<file path="config.mk">
export PLATFORM = sky130hd
export DESIGN_NAME = hdma_abort_pause
export DESIGN_NICKNAME = d
export VERILOG_FILES = /design/src/rtl/hdma_pkg.sv /design/src/rtl/hdma_rd_tracker.sv /design/src/rtl/hdma_err_flags.sv /design/src/rtl/hdma_ctrl_fsm.sv /design/src/rtl/hdma_abort_pause.sv
export SDC_FILE = /design/constraint.sdc
export NUM_CORES = 1
export LEC_CHECK = 0
export ABC_AREA = 1
export BUFFER_PORTS_ARGS = -buffer_cell sky130_fd_sc_hd__buf_2
export CORE_MARGIN = 2
export CORE_UTILIZATION = 36
export CTS_BUF_LIST = sky130_fd_sc_hd__clkbuf_16
export CTS_CLUSTER_SIZE = 14
export DETAILED_ROUTE_END_ITERATION = 7
export GPL_ROUTABILITY_DRIVEN = 0
export PLACE_DENSITY = 0.8
export SLEW_MARGIN = 25
export SYNTH_ARGS = -nofsm -noshare
export SYNTH_HDL_FRONTEND = slang
export SYNTH_SLANG_ARGS = --single-unit
</file>
<file path="constraint.sdc">
create_clock -name clk -period 2.4 [get_ports clk]
set_input_delay 0.24 -clock clk [delete_from_list [all_inputs] [get_ports clk]]
set_output_delay 0.24 -clock clk [all_outputs]
set_load 0.02 [all_outputs]
</file>
<file path="src/rtl/hdma_pkg.sv">
package hdma_pkg;
  typedef enum logic [2:0] {
    ST_IDLE  = 3'd0,
    ST_RUN   = 3'd1,
    ST_PAUSE = 3'd2,
    ST_DRAIN = 3'd3,
    ST_HALT  = 3'd4
  } ctl_state_e;

  localparam int unsigned NFLAG    = 4;
  localparam int unsigned FL_HOST  = 0;
  localparam int unsigned FL_MABT  = 1;
  localparam int unsigned FL_TABT  = 2;
  localparam int unsigned FL_SERR  = 3;

  localparam logic [1:0] CPL_OK   = 2'b00;
  localparam logic [1:0] CPL_MABT = 2'b01;
  localparam logic [1:0] CPL_TABT = 2'b10;
endpackage

</file>
<file path="src/rtl/hdma_rd_tracker.sv">
module hdma_rd_tracker #(
  parameter int unsigned MAX_OUT = 4
) (
  input  logic clk,
  input  logic rst_n,
  input  logic issue,
  input  logic retire,
  output logic full,
  output logic busy
);
  localparam int unsigned CW = $clog2(MAX_OUT + 1);
  localparam logic [CW-1:0] LIMIT = CW'(MAX_OUT);

  logic [CW-1:0] cnt_q;
  logic          dec;

  assign dec = retire && (cnt_q != '0);

  always_ff @(posedge clk) begin
    if (!rst_n) begin
      cnt_q <= '0;
    end else if (issue && !dec) begin
      cnt_q <= cnt_q + 1'b1;
    end else if (dec && !issue) begin
      cnt_q <= cnt_q - 1'b1;
    end
  end

  assign full = (cnt_q == LIMIT);
  assign busy = (cnt_q != '0);

  AST_NO_OVERFLOW: assert property (@(posedge clk) disable iff (!rst_n)
    (cnt_q == LIMIT) |-> !(issue && !retire)) else $error("read window overflow");
  AST_NO_UNDERFLOW: assert property (@(posedge clk) disable iff (!rst_n)
    retire |-> (cnt_q != '0)) else $error("completion without outstanding read");
endmodule

</file>
<file path="src/rtl/hdma_err_flags.sv">
module hdma_err_flags #(
  parameter int unsigned N = 4
) (
  input  logic         clk,
  input  logic         rst_n,
  input  logic [N-1:0] set,
  input  logic [N-1:0] clr,
  output logic [N-1:0] flags
);
  for (genvar i = 0; i < N; i++) begin : g_flag
    logic f_q;
    always_ff @(posedge clk) begin
      if (!rst_n) begin
        f_q <= 1'b0;
      end else if (set[i]) begin
        f_q <= 1'b1;
      end else if (clr[i]) begin
        f_q <= 1'b0;
      end
    end
    assign flags[i] = f_q;

    AST_FLAG_STICKY: assert property (@(posedge clk) disable iff (!rst_n)
      (flags[i] && !clr[i]) |=> flags[i]) else $error("flag lost");
    AST_SET_WINS: assert property (@(posedge clk) disable iff (!rst_n)
      set[i] |=> flags[i]) else $error("set not seen");
  end
endmodule

</file>
<file path="src/rtl/hdma_ctrl_fsm.sv">
module hdma_ctrl_fsm
  import hdma_pkg::*;
(
  input  logic       clk,
  input  logic       rst_n,
  input  logic       run,
  input  logic       pause,
  input  logic       abort,
  input  logic       usb_go,
  input  logic       usb_done,
  output ctl_state_e state,
  output logic       mem_allow,
  output logic       usb_grant
);
  ctl_state_e st_q, st_d;
  logic       usb_busy_q;
  logic       err_path;

  assign err_path = abort && (st_q != ST_DRAIN) && (st_q != ST_HALT);

  always_comb begin
    st_d = st_q;
    if (err_path) begin
      st_d = (usb_busy_q && !usb_done) ? ST_DRAIN : ST_HALT;
    end else begin
      unique case (st_q)
        ST_IDLE:  if (run) st_d = pause ? ST_PAUSE : ST_RUN;
        ST_RUN:   if (!run) st_d = ST_IDLE; else if (pause) st_d = ST_PAUSE;
        ST_PAUSE: if (!run) st_d = ST_IDLE; else if (!pause) st_d = ST_RUN;
        ST_DRAIN: if (usb_done || !usb_busy_q) st_d = ST_HALT;
        ST_HALT:  if (!run) st_d = ST_IDLE;
        default:  st_d = ST_IDLE;
      endcase
    end
  end

  assign mem_allow = (st_q == ST_RUN) && !pause && !abort;
  assign usb_grant = usb_go && (st_q == ST_RUN) && !usb_busy_q && !abort;

  always_ff @(posedge clk) begin
    if (!rst_n) begin
      st_q       <= ST_IDLE;
      usb_busy_q <= 1'b0;
    end else begin
      st_q <= st_d;
      if (usb_grant) begin
        usb_busy_q <= 1'b1;
      end else if (usb_done) begin
        usb_busy_q <= 1'b0;
      end
    end
  end

  assign state = st_q;

  AST_NO_GRANT_ERR: assert property (@(posedge clk) disable iff (!rst_n)
    ((st_q == ST_DRAIN) || (st_q == ST_HALT)) |-> !usb_grant) else $error("grant after abort");
  AST_ABORT_STOPS: assert property (@(posedge clk) disable iff (!rst_n)
    err_path |=> ((st_q == ST_DRAIN) || (st_q == ST_HALT))) else $error("abort ignored");
  AST_HALT_HOLD: assert property (@(posedge clk) disable iff (!rst_n)
    ((st_q == ST_HALT) && run) |=> (st_q == ST_HALT)) else $error("halt left while running");
  AST_ONE_TXN: assert property (@(posedge clk) disable iff (!rst_n)
    (usb_busy_q && !usb_done) |-> !usb_grant) else $error("second transaction granted");
endmodule

</file>
<file path="src/rtl/hdma_abort_pause.sv">
module hdma_abort_pause
  import hdma_pkg::*;
#(
  parameter int unsigned AW      = 32,
  parameter int unsigned MAX_OUT = 4
) (
  input  logic          clk,
  input  logic          rst_n,
  input  logic          ctl_run,
  input  logic          ctl_pause,
  input  logic          hse_irq_en,
  input  logic          serr_en,
  input  logic [3:0]    sts_clr,
  input  logic          eng_req_valid,
  output logic          eng_req_ready,
  input  logic [AW-1:0] eng_req_addr,
  output logic          bus_req_valid,
  input  logic          bus_req_ready,
  output logic [AW-1:0] bus_req_addr,
  input  logic          bus_cpl_valid,
  input  logic [1:0]    bus_cpl_status,
  input  logic          usb_go,
  output logic          usb_grant,
  input  logic          usb_done,
  input  logic          sof_tick,
  output logic          sof_out,
  output logic          sts_host_err,
  output logic          sts_mst_abort,
  output logic          sts_tgt_abort,
  output logic          sts_sys_err,
  output logic          irq,
  output logic          halted,
  output logic          paused,
  output logic          dma_busy
);
  ctl_state_e       state;
  logic             mem_allow;
  logic             win_full;
  logic             abort;
  logic [NFLAG-1:0] flag_set;
  logic [NFLAG-1:0] flags;

  assign abort = bus_cpl_valid && (bus_cpl_status != CPL_OK);

  hdma_ctrl_fsm u_fsm (
    .clk       (clk),
    .rst_n     (rst_n),
    .run       (ctl_run),
    .pause     (ctl_pause),
    .abort     (abort),
    .usb_go    (usb_go),
    .usb_done  (usb_done),
    .state     (state),
    .mem_allow (mem_allow),
    .usb_grant (usb_grant)
  );

  assign bus_req_valid = eng_req_valid && mem_allow && !win_full;
  assign bus_req_addr  = eng_req_addr;
  assign eng_req_ready = bus_req_valid && bus_req_ready;

  hdma_rd_tracker #(.MAX_OUT(MAX_OUT)) u_trk (
    .clk    (clk),
    .rst_n  (rst_n),
    .issue  (eng_req_ready),
    .retire (bus_cpl_valid),
    .full   (win_full),
    .busy   (dma_busy)
  );

  always_comb begin
    flag_set          = '0;
    flag_set[FL_HOST] = abort;
    flag_set[FL_MABT] = bus_cpl_valid && (bus_cpl_status == CPL_MABT);
    flag_set[FL_TABT] = bus_cpl_valid && (bus_cpl_status == CPL_TABT);
    flag_set[FL_SERR] = abort && serr_en;
  end

  hdma_err_flags #(.N(NFLAG)) u_flags (
    .clk   (clk),
    .rst_n (rst_n),
    .set   (flag_set),
    .clr   (sts_clr),
    .flags (flags)
  );

  assign sts_host_err  = flags[FL_HOST];
  assign sts_mst_abort = flags[FL_MABT];
  assign sts_tgt_abort = flags[FL_TABT];
  assign sts_sys_err   = flags[FL_SERR];
  assign irq           = sts_host_err && hse_irq_en;

  assign halted  = (state == ST_HALT);
  assign paused  = (state == ST_PAUSE);
  assign sof_out = sof_tick && ((state == ST_RUN) || (state == ST_PAUSE));

  AST_PAUSE_GATES: assert property (@(posedge clk) disable iff (!rst_n)
    ctl_pause |-> !bus_req_valid) else $error("request while paused");
  AST_HALT_QUIET: assert property (@(posedge clk) disable iff (!rst_n)
    halted |-> !bus_req_valid) else $error("request while halted");
  AST_HSE_ON_ABORT: assert property (@(posedge clk) disable iff (!rst_n)
    abort |=> sts_host_err) else $error("host error not latched");
  AST_SSE_ON_ABORT: assert property (@(posedge clk) disable iff (!rst_n)
    (abort && serr_en) |=> sts_sys_err) else $error("system error not latched");
  AST_IRQ_NEEDS_EN: assert property (@(posedge clk) disable iff (!rst_n)
    irq |-> hse_irq_en) else $error("interrupt without enable");
  AST_READY_NEEDS_VALID: assert property (@(posedge clk) disable iff (!rst_n)
    eng_req_ready |-> (eng_req_valid && bus_req_ready)) else $error("spurious ready");
endmodule

</file>
==> impl_metrics.ini <==
[status]
status = complete, no violations

[sta]
timing_max_transition_violations_final = 0
hold_violations = 0
maxClockFrequency_mhz = 459.1
grt_setup_unrepaired = no
setup_viol = 0
worstMarginPinSlew_ps = 345.3
period_share = 0.9076
hold_slack_ps = 253.0
clock_skew_ps = 0.7015
fin_setup_tns_ps = 0
layout_min_cycle_time_ps = 2178
relative_slew_slack = 0.7680

[cts]
cts_made_buffers = 3
number_of_buffers_between_clock_root_and_the_deepest_sink = 2
cts.htree.levels = 1
clk_latency_ps = 240
cts_post_setup_buffers_inserted = 0
clk_pin_slew_worst_paths_ps = 40
clock_tree_from_tritoncts = yes
tritoncts_num_sinks = 11
ctsRootBufferMaster = clkbuf_16

[worst_setup_path]
cp-start-kind = flop
crit_end_element = flop
worst_ep_arrival_ps = 2300
cp_max_fo = 5
worst-endpoint-required_ps = 2520
critical_path_class = flop to flop

[routing]
drt_iter0_markers = 26
post_drt_via_cell_ratio = 4.593
detailroute.via_count = 813
wirelength_mm = 1.808
number_of_detailed_routing_iterations_run_before_antenna_repair = 4
postRouteAntennaNets = 0
drc_errors = 0
route.detailed.wl_per_inst_um = 10.21

[placement]
post-dp-hpwl_mm = 1.470
port-buffer-count = 29
detailed_place.area_um2 = 909.6

[floorplanning]
die_w_um = 55.43
fp-row-count = 18
chipHeight_um = 55.43
fp.coreArea_um2 = 2500
design.die.area_um2 = 3072
initial_core_util = 0.3809
design.portCount = 94

[power]
cellInternalPower_w = 0.0006433
clk_network_pwr_share = 0.265
vdd_ir_drop_max_mv = 0.4094
power-per-cell-area_nw_per_um2 = 1128
power.sequential.fraction = 0.273
netSwitchingPower_w = 0.0004759
power.combinational.fraction = 0.462
netSwitchingFraction = 0.4252
cellLeakagePower_nw = 0.5658

[yosys]
synth.ff_latch_count = 11
synth_area_per_cell_um2 = 6.567
synthDistinctLibCells = 21
yosys_warnings = 0
synthesis.instances = 145
syn-cell-area_um2 = 952.2
share_of_synthesized_area_occupied_by_flip_flops_and_latches = 0.2313
mappedNetlistNets = 197

[finish]
layout.nets = 200
fillerInstances = 270
layout_cell_share_with_drive_strength_beyond_1 = 0.3129
antenna_diode_count = 0
areaGrowthSynthToFinish_pct = 4.205
post-route-cell-area_um2 = 992.2
post-route-util = 0.3969

[global_routing]
grt_start_max_net_pins = 8
global_route_wire_length_before_repair_mm = 2.904
grt_antenna_before_repair = 0
grt_overflow = 0
grt_use_total = 0.1195
first_global_vias = 695

[run]
timing.max_cap.violations = 0

[worst_hold_path]
timing.hold.worst.class = input port to flop
## critical path, stage by stage (launching register included)
cell and delay [ps]:
dfxtp_2 370, inv_2 60, nor2_1 140, nand2_2 100, nor3_4 180, and2_2 170
ha_1 140, inv_1 60, fa_1 370, a21oi_1 150, o21ai_0 110, o21ai_0 150
a21oi_1 50
## Yosys cell counts
library cell / number / area share
nor2_2: 2 / 0.013
nand3_2: 2 / 0.021
fa_1: 1 / 0.021
ha_1: 1 / 0.013
nor2_1: 14 / 0.055
dfxtp_1: 11 / 0.23
inv_2: 3 / 0.012
o21ai_0: 4 / 0.021
nor3_2: 1 / 0.011
and2_1: 1 / 0.0066
a31oi_1: 1 / 0.0066
nor3_1: 1 / 0.0053
a21boi_0: 1 / 0.0079
buf_4: 32 / 0.25
nand3_1: 9 / 0.047
nand2_2: 2 / 0.013
nand2_1: 21 / 0.083
nand4_1: 5 / 0.033
o22ai_1: 1 / 0.0066
inv_1: 21 / 0.083
a21oi_1: 11 / 0.058
## metal layers
metal  share of wire  track usage  vias to the layer above
li1                -            -                      432
met1            0.42       0.1371                      337
met2            0.45       0.1786                       34
met3           0.092      0.02810                       10
met4           0.036       0.1150                        0
met5               0            0                        -
## cell usage in the layout, fill, tap and decap left out
master / instances
a21oi_1: 11
nand3_2: 2
nand3_1: 9
nand4_1: 5
inv_2: 3
nand2_2: 3
buf_2: 29
fa_1: 1
and2_2: 1
a21boi_0: 1
o22ai_1: 1
nor2_1: 14
dfxtp_1: 10
inv_1: 22
buf_4: 1
o21ai_0: 4
clkbuf_16: 3
nor3_4: 1
a31oi_1: 1
ha_1: 1
dfxtp_2: 1
nand2_1: 20
nor2_2: 2
nor3_1: 1
## sequential cells by signal (all words and copies together) (netlist names)
name,flops
u_flags.g_flag.f_q,4
u_fsm.state,3
u_trk.cnt_q,3
u_fsm.usb_busy_q,1
## cell families (layout without fill, tap and decap cells)
group	count (synthesis)	in the layout	share of synthesized area
fa+ha+maj	2	2	0.03416
buf+inv	56	58	0.3469
simple gates	58	58	0.2878
flops	11	11	0.2313
compound gates	18	18	0.09988
## final timing paths
kind | from | endpoint | slack (ps) | cells past startpoint
max | u_fsm.state[0]$_SDFFE_PN0P_ | u_trk.cnt_q[2]$_SDFFE_PN0P_ | 220 | 12
min reg2reg | u_flags.g_flag[3].f_q$_SDFFE_PN0P_ | u_flags.g_flag[3].f_q$_SDFFE_PN0P_ | 460 | 2
max reg2reg | u_fsm.state[0]$_SDFFE_PN0P_ | u_trk.cnt_q[2]$_SDFFE_PN0P_ | 220 | 12
min | serr_en | u_flags.g_flag[3].f_q$_SDFFE_PN0P_ | 250 | 3
## final cells by class
type	instances	area [um2]	share of cell area
Tap cell	30	37.54	0.03783
Multi-Input combinational cell	78	411.6	0.4149
Clock buffer	3	75.07	0.07566
Timing Repair Buffer	30	152.6	0.1538
Sequential cell	11	221.5	0.2232
Inverter	24	90.09	0.09079
Clock inverter	1	3.754	0.003783
## timing repair
item,CTS,global route
setup endpoints to repair,0,1
resized for setup,0,2
hold buffers,0,0
hold endpoints to repair,0,0
## power groups by stage
stage	clock (W)	sequential, W	combinational (W)
after floorplan	0	0.000298	0.000464
after global placement	0	0.000303	0.000510
after detailed placement	0	0.000307	0.000515
after CTS	0.000307	0.000304	0.000516
after global routing	0.000317	0.000314	0.000587
final	0.000297	0.000306	0.000517
## per-stage QoR
stage          setup slack (ps)  cells  total power [W]
2_1_floorplan             29.93    145        0.0007623
3_3_place_gp              202.7    173        0.0008127
3_5_place_dp              153.2    173        0.0008220
4_1_cts                   134.2    177         0.001127
5_1_grt                   17.25    177         0.001219
6_report                  221.9    177         0.001119
(Power assumes the default switching activity.)
